--- src/rtl/dmach_pkg.sv ---
package dmach_pkg;

    localparam int DATA_W = 32;
    localparam int N_IE   = 8;

    // enable indices; pair k uses set bit DATA_W-1-2k and clear bit DATA_W-2-2k
    localparam int IE_GLOBAL = 0;
    localparam int IE_DONE   = 3;
    localparam int IE_LINK   = 6;

    // command word bit positions
    localparam int OPB_START    = 0;
    localparam int OPB_CONT     = 1;
    localparam int OPB_STOP     = 2;
    localparam int OPB_ABORT    = 3;
    localparam int OPB_FRST     = 4;
    localparam int OPB_CLR_LINK = 5;
    localparam int OPB_CLR_DONE = 7;
    localparam int OPB_CHAN_RST = 31;

    // control word field positions
    localparam int CFB_FIFO_OFF = 15;
    localparam int CFB_BURST    = 14;
    localparam int CFB_SWAP_DEV = 6;
    localparam int CFB_SWAP_MEM = 4;
    localparam int CFB_DIR      = 3;

    // status word bit positions
    localparam int STB_IRQ  = 31;
    localparam int STB_DONE = 25;
    localparam int STB_LINK = 19;
    localparam int STB_XERR = 9;
    localparam int STB_END  = 8;

    // word indices (byte offset / 4)
    localparam int REG_OP   = 0;
    localparam int REG_CTRL = 1;
    localparam int REG_STAT = 2;

    typedef enum logic [2:0] {
        MODE_NORMAL     = 3'd0,
        MODE_CONT       = 3'd1,
        MODE_RING       = 3'd2,
        MODE_LINK_SHORT = 3'd4,
        MODE_LINK_LONG  = 3'd5
    } xfer_mode_e;

    typedef struct packed {
        logic       fifo_off;
        logic       burst;
        logic       swap_dev;
        logic       swap_mem;
        logic       dev_to_mem;
        xfer_mode_e mode;
    } chan_cfg_t;

    typedef struct packed {
        logic chan_rst;
        logic clr_done;
        logic clr_link;
        logic fifo_rst;
        logic abort;
        logic stop;
        logic cont;
        logic start;
    } chan_cmd_t;

    typedef struct packed {
        logic [1:0] link;
        logic [1:0] mem;
        logic [1:0] dev;
    } err_codes_t;

    function automatic chan_cmd_t cmd_from_word(input logic [DATA_W-1:0] w);
        chan_cmd_t c;
        c.chan_rst = w[OPB_CHAN_RST];
        c.clr_done = w[OPB_CLR_DONE];
        c.clr_link = w[OPB_CLR_LINK];
        c.fifo_rst = w[OPB_FRST];
        c.abort    = w[OPB_ABORT];
        c.stop     = w[OPB_STOP];
        c.cont     = w[OPB_CONT];
        c.start    = w[OPB_START];
        return c;
    endfunction

    function automatic chan_cfg_t cfg_from_word(input logic [DATA_W-1:0] w);
        chan_cfg_t c;
        c.fifo_off   = w[CFB_FIFO_OFF];
        c.burst      = w[CFB_BURST];
        c.swap_dev   = w[CFB_SWAP_DEV];
        c.swap_mem   = w[CFB_SWAP_MEM];
        c.dev_to_mem = w[CFB_DIR];
        c.mode       = xfer_mode_e'(w[2:0]);
        return c;
    endfunction

    function automatic logic [DATA_W-1:0] cfg_to_word(input chan_cfg_t c);
        logic [DATA_W-1:0] w;
        w               = '0;
        w[CFB_FIFO_OFF] = c.fifo_off;
        w[CFB_BURST]    = c.burst;
        w[CFB_SWAP_DEV] = c.swap_dev;
        w[CFB_SWAP_MEM] = c.swap_mem;
        w[CFB_DIR]      = c.dev_to_mem;
        w[2:0]          = c.mode;
        return w;
    endfunction

endpackage

--- src/rtl/dmach_cmd_decode.sv ---
module dmach_cmd_decode
    import dmach_pkg::*;
(
    input  logic              clk,
    input  logic              rst,
    input  logic              op_wr,
    input  logic [DATA_W-1:0] wdata,
    output chan_cmd_t         cmd_now,
    output chan_cmd_t         cmd_q
);

    logic unused_wbits;
    assign unused_wbits = ^wdata;

    assign cmd_now = op_wr ? cmd_from_word(wdata) : '0;

    always_ff @(posedge clk) begin
        if (rst) cmd_q <= '0;
        else     cmd_q <= cmd_now;
    end

    // an outgoing pulse always traces back to a command write one cycle earlier
    a_r1_start_from_write: assert property (@(posedge clk) disable iff (rst)
        cmd_q.start |-> $past(op_wr && wdata[OPB_START]));
    a_r1_rst_from_write: assert property (@(posedge clk) disable iff (rst)
        cmd_q.chan_rst |-> $past(op_wr && wdata[OPB_CHAN_RST]));

endmodule

--- src/rtl/dmach_ctrl.sv ---
module dmach_ctrl
    import dmach_pkg::*;
#(
    parameter int NIE = N_IE
) (
    input  logic              clk,
    input  logic              rst,
    input  logic              ctrl_wr,
    input  logic [DATA_W-1:0] wdata,
    input  logic              active,
    input  logic              chan_rst,
    output logic [NIE-1:0]    ie,
    output chan_cfg_t         cfg,
    output logic [DATA_W-1:0] rd_word
);

    for (genvar k = 0; k < NIE; k++) begin : g_pair
        localparam int SB = DATA_W - 1 - 2 * k;
        localparam int CB = SB - 1;
        logic ie_q;

        always_ff @(posedge clk) begin
            if (rst || chan_rst) begin
                ie_q <= 1'b0;
            end else if (ctrl_wr) begin
                if (wdata[CB])      ie_q <= 1'b0;
                else if (wdata[SB]) ie_q <= 1'b1;
            end
        end

        assign ie[k] = ie_q;

        // a clear bit in a control write always leaves the enable low
        a_r3_clear_wins: assert property (@(posedge clk) disable iff (rst)
            (ctrl_wr && wdata[CB]) |=> !ie_q);
    end

    always_ff @(posedge clk) begin
        if (rst)                     cfg <= '0;
        else if (ctrl_wr && !active) cfg <= cfg_from_word(wdata);
    end

    always_comb begin
        rd_word = cfg_to_word(cfg);
        for (int k = 0; k < NIE; k++) rd_word[DATA_W-1-2*k] = ie[k];
    end

    // configuration fields hold across a control write made while running
    a_r5_cfg_frozen: assert property (@(posedge clk) disable iff (rst)
        (active && ctrl_wr) |=> $stable(cfg));

endmodule

--- src/rtl/dmach_status.sv ---
module dmach_status
    import dmach_pkg::*;
#(
    parameter int NIE = N_IE
) (
    input  logic              clk,
    input  logic              rst,
    input  chan_cmd_t         cmd_now,
    input  logic              ev_done,
    input  logic              ev_link,
    input  logic              ev_xerr,
    input  logic              ev_end,
    input  err_codes_t        err_in,
    input  logic [NIE-1:0]    ie,
    output logic              active,
    output logic              irq,
    output logic [DATA_W-1:0] rd_word
);

    logic       done_q, link_q, xerr_q, end_q, active_q;
    err_codes_t err_q;
    logic       unused_cmd;

    assign unused_cmd = cmd_now.stop ^ cmd_now.fifo_rst ^ (^ie);

    always_ff @(posedge clk) begin
        if (rst || cmd_now.chan_rst) begin
            done_q <= 1'b0;
            link_q <= 1'b0;
            xerr_q <= 1'b0;
            end_q  <= 1'b0;
            err_q  <= '0;
        end else begin
            if (ev_done)               done_q <= 1'b1;
            else if (cmd_now.clr_done) done_q <= 1'b0;
            if (ev_link)               link_q <= 1'b1;
            else if (cmd_now.clr_link) link_q <= 1'b0;
            if (ev_xerr) begin
                xerr_q <= 1'b1;
                err_q  <= err_in;
            end
            if (ev_end) end_q <= 1'b1;
        end
    end

    always_ff @(posedge clk) begin
        if (rst || cmd_now.chan_rst || cmd_now.abort) active_q <= 1'b0;
        else if (cmd_now.start || cmd_now.cont)       active_q <= 1'b1;
        else if (ev_done)                             active_q <= 1'b0;
    end

    assign active = active_q;
    assign irq    = ie[IE_GLOBAL] &
                    ((done_q & ie[IE_DONE]) | (link_q & ie[IE_LINK]) | xerr_q);

    always_comb begin
        rd_word           = '0;
        rd_word[STB_IRQ]  = irq;
        rd_word[STB_DONE] = done_q;
        rd_word[STB_LINK] = link_q;
        rd_word[STB_XERR] = xerr_q;
        rd_word[STB_END]  = end_q;
        rd_word[5:4]      = err_q.link;
        rd_word[3:2]      = err_q.mem;
        rd_word[1:0]      = err_q.dev;
    end

    // the done flag persists unless cleared or reset
    a_r7_done_sticky: assert property (@(posedge clk) disable iff (rst)
        (done_q && !cmd_now.clr_done && !cmd_now.chan_rst) |=> done_q);
    // abort always ends the active state
    a_r6_abort_idles: assert property (@(posedge clk) disable iff (rst)
        cmd_now.abort |=> !active_q);
    // channel reset empties all sticky state
    a_r10_reset_clears: assert property (@(posedge clk) disable iff (rst)
        cmd_now.chan_rst |=> (!done_q && !link_q && !xerr_q && !end_q && !active_q));
    // no interrupt without the global enable
    a_r9_irq_gated: assert property (@(posedge clk) disable iff (rst)
        irq |-> ie[IE_GLOBAL]);

endmodule

--- src/rtl/dmach_regs.sv ---
module dmach_regs
    import dmach_pkg::*;
#(
    parameter int ADDR_W = 4
) (
    input  logic              clk,
    input  logic              rst,
    input  logic [ADDR_W-1:0] reg_off,
    input  logic              reg_wr,
    input  logic [31:0]       reg_wdata,
    output logic [31:0]       reg_rdata,
    input  logic              ev_done,
    input  logic              ev_link,
    input  logic              ev_xerr,
    input  logic              ev_end,
    input  logic [1:0]        err_mem,
    input  logic [1:0]        err_dev,
    input  logic [1:0]        err_link,
    output logic              go_start,
    output logic              go_cont,
    output logic              go_stop,
    output logic              go_abort,
    output logic              go_fifo_rst,
    output logic              go_chan_rst,
    output logic              chan_active,
    output logic              irq,
    output logic [2:0]        cfg_mode,
    output logic              cfg_dir,
    output logic              cfg_burst,
    output logic              cfg_fifo_off,
    output logic              cfg_swap_dev,
    output logic              cfg_swap_mem
);

    localparam int IDX_W = ADDR_W - 2;

    logic [IDX_W-1:0]  word_idx;
    logic              aligned, op_wr, ctrl_wr;
    chan_cmd_t         cmd_now, cmd_q;
    chan_cfg_t         cfg;
    logic [N_IE-1:0]   ie;
    logic [DATA_W-1:0] ctrl_rd, stat_rd;
    err_codes_t        err_in;

    assign word_idx = reg_off[ADDR_W-1:2];
    assign aligned  = (reg_off[1:0] == 2'b00);
    assign op_wr    = reg_wr && aligned && (word_idx == IDX_W'(REG_OP));
    assign ctrl_wr  = reg_wr && aligned && (word_idx == IDX_W'(REG_CTRL));
    assign err_in   = '{link: err_link, mem: err_mem, dev: err_dev};

    dmach_cmd_decode u_cmd (
        .clk     (clk),
        .rst     (rst),
        .op_wr   (op_wr),
        .wdata   (reg_wdata),
        .cmd_now (cmd_now),
        .cmd_q   (cmd_q)
    );

    dmach_ctrl #(.NIE(N_IE)) u_ctrl (
        .clk      (clk),
        .rst      (rst),
        .ctrl_wr  (ctrl_wr),
        .wdata    (reg_wdata),
        .active   (chan_active),
        .chan_rst (cmd_now.chan_rst),
        .ie       (ie),
        .cfg      (cfg),
        .rd_word  (ctrl_rd)
    );

    dmach_status #(.NIE(N_IE)) u_stat (
        .clk     (clk),
        .rst     (rst),
        .cmd_now (cmd_now),
        .ev_done (ev_done),
        .ev_link (ev_link),
        .ev_xerr (ev_xerr),
        .ev_end  (ev_end),
        .err_in  (err_in),
        .ie      (ie),
        .active  (chan_active),
        .irq     (irq),
        .rd_word (stat_rd)
    );

    always_comb begin
        case (word_idx)
            IDX_W'(REG_CTRL): reg_rdata = ctrl_rd;
            IDX_W'(REG_STAT): reg_rdata = stat_rd;
            default:          reg_rdata = '0;
        endcase
    end

    assign go_start     = cmd_q.start;
    assign go_cont      = cmd_q.cont;
    assign go_stop      = cmd_q.stop;
    assign go_abort     = cmd_q.abort;
    assign go_fifo_rst  = cmd_q.fifo_rst;
    assign go_chan_rst  = cmd_q.chan_rst;
    assign cfg_mode     = cfg.mode;
    assign cfg_dir      = cfg.dev_to_mem;
    assign cfg_burst    = cfg.burst;
    assign cfg_fifo_off = cfg.fifo_off;
    assign cfg_swap_dev = cfg.swap_dev;
    assign cfg_swap_mem = cfg.swap_mem;

    logic unused_cmdq;
    assign unused_cmdq = cmd_q.clr_done ^ cmd_q.clr_link;

endmodule

--- config.mk ---
export PLATFORM = sky130hd
export DESIGN_NAME = dmach_regs
export DESIGN_NICKNAME = d
export VERILOG_FILES = /design/src/rtl/dmach_pkg.sv /design/src/rtl/dmach_cmd_decode.sv /design/src/rtl/dmach_ctrl.sv /design/src/rtl/dmach_status.sv /design/src/rtl/dmach_regs.sv
export SDC_FILE = /design/constraint.sdc
export NUM_CORES = 1
export LEC_CHECK = 0
export CAP_MARGIN = 20
export CORE_AREA = 2 2 65 73
export DETAILED_ROUTE_END_ITERATION = 10
export DIE_AREA = 0 0 67 75
export PLACE_DENSITY = 0.81
export SYNTH_ARGS = -nofsm -noshare
export SYNTH_HDL_FRONTEND = slang
export SYNTH_SLANG_ARGS = --single-unit
export TNS_END_PERCENT = 100
--- constraint.sdc ---
create_clock -name clk -period 3.54 [get_ports clk]
set_input_delay 0.708 -clock clk [delete_from_list [all_inputs] [get_ports clk]]
set_output_delay 0.708 -clock clk [all_outputs]
set_load 0.01 [all_outputs]
---- After elaboration in Yosys (flattened, before gate mapping) ----
Cells that the tools add are included.
word-level totals
  input bits .............................. 49
  register bits ........................... 33
  logic and storage cells ................. 90
  output and inout port bits .............. 48
operators by class
  equal/unequal tests ..................... 2
  reductions and logical operators ........ 30
  multiplexer cells ....................... 24
  bitwise operators ....................... 6
operators by type and width
  operator                                       number
  one-hot mux 32 bit (2 select lines)            1
  two-way mux 1 bit                              22
  nonzero test 2 bit                             11
  AND reduction 2 bit                            8
  two-way mux 8 bit                              1
  logical AND 1 bit                              4
  logical NOT 2 bit                              2
  bitwise AND 1 bit                              3
  logical OR 1 bit                               3
  == test 2 x 1 -> 1 bit, second input constant  1
  == test 2 bit, second input constant           1
  bitwise OR 1 bit                               2
  OR reduction 2 bit                             1
  logical NOT 1 bit                              1
  inverter 1 bit                                 1

---- Depth between registers and ports, before layout ----
  word-level depth ........................ 6
  depth in mapped cells ................... 8
  mapped depth without buffers ............ 5

---- By module ----
Synthesis repeated with hierarchy kept, for this count alone.
unflattened totals
  cells, all modules ...................... 277
  area total of the unflattened synthesis .. 2551.2 µm²
by module, submodules not included
  module            area each (µm²)  seq. area each (µm²)  cells an instance  times used
  dmach_ctrl        1029.7           320.3                 103                1
  dmach_status      609.3            220.2                 68                 1
  dmach_regs        605.6            0.0                   81                 1
  dmach_cmd_decode  306.5            160.2                 25                 1

---- Worst setup path before layout ----
Ideal clock, no wire load.
  path type ............................... in2out
  start ................................... input port reg_off[3]
  end ..................................... output port reg_rdata[25]
  required time ........................... 2.832 ns
  setup slack ............................. 1.316 ns
  stages .................................. 6
  data arrival time ....................... 1.516 ns
  cell sequence ........................... inv_1 -> ha_1 -> buf_6 -> clkbuf_1 -> a22oi_1 -> nor2b_1
between the ends
  cells in the longest elaborated chain, start to end .. 2
  elaborated cells between the ends (all ways) .. 3
RTL lines
  item                                                     line              text
  from (decl)                                              dmach_regs.sv:8   input logic [ADDR_W-1:0] reg_off,
  == test 2 bit or == test 2 x 1 -> 1 bit (tied branches)  dmach_regs.sv:88  case (word_idx)
  one-hot mux 32 bit (2 select lines) *                    dmach_regs.sv:88
  to (decl)                                                dmach_regs.sv:11  output logic [31:0] reg_rdata,
Every way passes the cells marked *; elsewhere a longest branch is shown, timed or not.

---- Worst setup path after layout ----
  start ................................... input port reg_off[3]
  end ..................................... output port reg_rdata[4]
Same word-level chain as after synthesis.

==> run_results.csv <==
group,metric,value,unit
run_status,status,"finished, final reports clean",
cts,cts-resized-gates,0,
setup_path,crit_type,"in -> out",
finish,drive_above_1_share,8.871,%
logic_synthesis,synth_compound_area_share,20.63,%
floorplan,placementRows,25,
logic_synthesis,ys.warnings.count,0,
drt,routed_wl,3970,um
timing,skew,0.003424,ns
floorplan,die_w,67,um
cts,postCtsHoldBufs,0,
cts,postCtsSetupBuffers,0,
global_routing,grtUsageTotal,16.28,%
floorplan,chipHeight,75,um
logic_synthesis,syn_area_per_cell,9.522,sq um
floorplan,pin_count,97,
drt,drc,0,
setup_path,worstSetupStartpointType,"input pin",
cts,clk_latency,0.28,ns
placed_design,post-dp-hpwl,3044,um
timing,worst_slew_pin_slew,0.7494,ns
timing,finalCritPeriodShare,91.72,%
setup_path,critPathRequiredTime,2.83,ns
cts,cts_buffer_depth,2,
power,power_density,330.9,nW/um^2
cts,cts_tree,"built",
floorplan,die_area,5025,sq um
drt,ant_nets,0,
logic_synthesis,synth-seq-cells,33,
global_routing,overflow,0,
finish,n_antenna_cell,0,
logic_synthesis,synth_edf_count,0,
logic_synthesis,synth_xor_area_share,0,%
logic_synthesis,synth.distinct_cells,28,
cts,cts.sinks,33,
drt,dr.pass1.iters,4,
logic_synthesis,synthAdderAreaFrac,2.292,%
drt,drtIter0Drc,66,
power,p_leak,0.9452,nW
logic_synthesis,seq_area_frac_synth,40.34,%
setup_path,arrival,2.54,ns
timing,clock.fmax,308.0,MHz
logic_synthesis,yosys.area_share.simple,19.25,%
timing,worst_hold_slack,0.4624,ns
flow_run,cap_viol_max_count,0,
placed_design,routabilityCongestion,0.7401,
timing,finalCriticalPeriod,3.247,ns
timing,slew-limit-headroom,50.04,%
logic_synthesis,synth.most_common_cell,"dfxtp_1",
global_routing,antenna_found_initial,0,
timing,slew_viol_final,0,
global_routing,grt_start_max_net_pins,25,
power,vdd_drop_max,0.1779,mV
setup_path,path_max_fanout,7,
global_routing,grt_pass1_vias,1337,
timing,finalHoldViolCount,0,
drt,avgViaCountPerCell,4.679,
logic_synthesis,synthMuxAreaShare,3.667,%
timing,tns,0,ns
cts,clockRootBuffer,"clkbuf_8",
finish,area_growth,49.73,%
floorplan,coreArea,4254,sq um
timing,rsz0062_at_grt,"false",
logic_synthesis,synthArstFlopShare,0,%
logic_synthesis,yosysTopAreaCell,"dfxtp_1",
finish,nets,299,
logic_synthesis,synth.area.top_cells,"dfxtp_1, buf_4, and2_1, a21oi_1, mux2i_1",
logic_synthesis,synth_area,1638,sq um
logic_synthesis,synth_ff_type,"dfxtp_1",
logic_synthesis,synth_top_family_by_area,"compound AO/OA/AOI/OAI gates",
drt,vias,1413,
cts,path_clk_slew,0.07,ns
logic_synthesis,synth_top_area_share,40.34,%
drt,wl_per_cell,13.15,um
floorplan,start_util,38.50,%
global_routing,grt_pass1_wl,6175,um
placed_design,numPortBuffers,77,
cts,cts_htree_levels,2,
logic_synthesis,netlist_top_cells_count,"dfxtp_1, and2_1, buf_4",
logic_synthesis,synth_cells,172,
setup_path,critPathCaptureType,"output pin",
cts,numCtsBuffers,5,
timing,setup-violations-final,0,
min_path,hold_path_class,"reg -> reg",
[report_power, final]
part	leakage, nW	internal (mW)	switching (mW)
logic	0.622	0.0689	0.0488
registers	0.269	0.382	0.00586
clock network	0.0542	0.176	0.131
total	0.945	0.626	0.185
[metrics by stage]
step	utilization (%)	std cells	instance area (sq um)	total power [mW]	setup slack [ns]
after floorplan	-	184	1683	0.4587	1.316
after global placement	55.26	294	2351	0.5121	0.3167
after detailed placement	55.26	294	2351	0.5139	0.2729
after CTS	57.65	302	2452	0.8218	0.2649
after global routing	57.65	302	2452	0.8502	0.2011
final	57.65	302	2452	0.8115	0.2930
[worst paths after layout]
kind | start | to | slack, ns | depth (start not counted)
worst max-delay path | reg_off[3] | reg_rdata[4] | 0.29 | 7
worst min-delay path | u_stat.end_q | u_stat.end_q | 0.46 | 2
worst max register to register | u_stat.active | u_ctrl.cfg[1] | 2.66 | 3
worst min register to register | u_stat.end_q | u_stat.end_q | 0.46 | 2
[state kept, by name (all words and copies together), names as in the netlist]
signal,cells
u_stat.end_q,1
u_ctrl.g_pair.ie_q,8
u_stat.xerr_q,1
u_stat.done_q,1
u_cmd.cmd_q,6
u_stat.rd_word,6
u_ctrl.cfg,8
u_stat.active,1
u_stat.link_q,1
[layout by cell type, fill, tap and decap left out, types with 2 or more instances in the layout]
cell              n
dfxtp_1          33
nand4bb_1         2
nor2_1           12
a211oi_2          4
and3_1            3
ha_1              3
clkbuf_8          7
a211oi_1          5
inv_1             6
mux2i_1           6
a21oi_1          12
a21oi_2           6
clkdlybuf4s50_1  77
a22oi_1           7
and2_1           14
nor2b_1           9
o21ai_0          10
conb_1           13
nand3b_1          8
buf_4             4
and4bb_1          2
[worst max-delay path, cell delays in order]
cell             delay (ns)
clkdlybuf4s50_1        0.45
inv_1                  0.09
ha_1                   0.33
buf_4                  0.22
a22oi_1                0.07
nor2b_1                0.13
clkdlybuf4s50_1        0.54
[routing by layer]
layer  track usage, %  share of wire [%]
met3            5.979                8.8
met4            3.401               0.48
met2            28.05                 49
met1            19.50                 41
met5                0                  0
[final cells by class]
| type | count | area (sq um) |
|---|---|---|
| fill | 401 | 1802 |
| timing repair buffer | 81 | 800.8 |
| multi-input combinational | 120 | 799.5 |
| sequential | 33 | 660.6 |
| clock buffer | 7 | 96.34 |
| tap | 54 | 67.56 |
| inverter | 6 | 22.52 |
| clock inverter | 1 | 5.005 |
[cell families (layout without fill, tap and decap cells)]
group,after synthesis,count (layout)
buffers and inverters,31,95
muxes,6,6
other,1,13
AOI/OAI and AO/OA,48,48
and+or+nand+nor,50,50
DFF,33,33
adders and majority gates,3,3
Note: power is estimated with default switching activity, not from simulation.
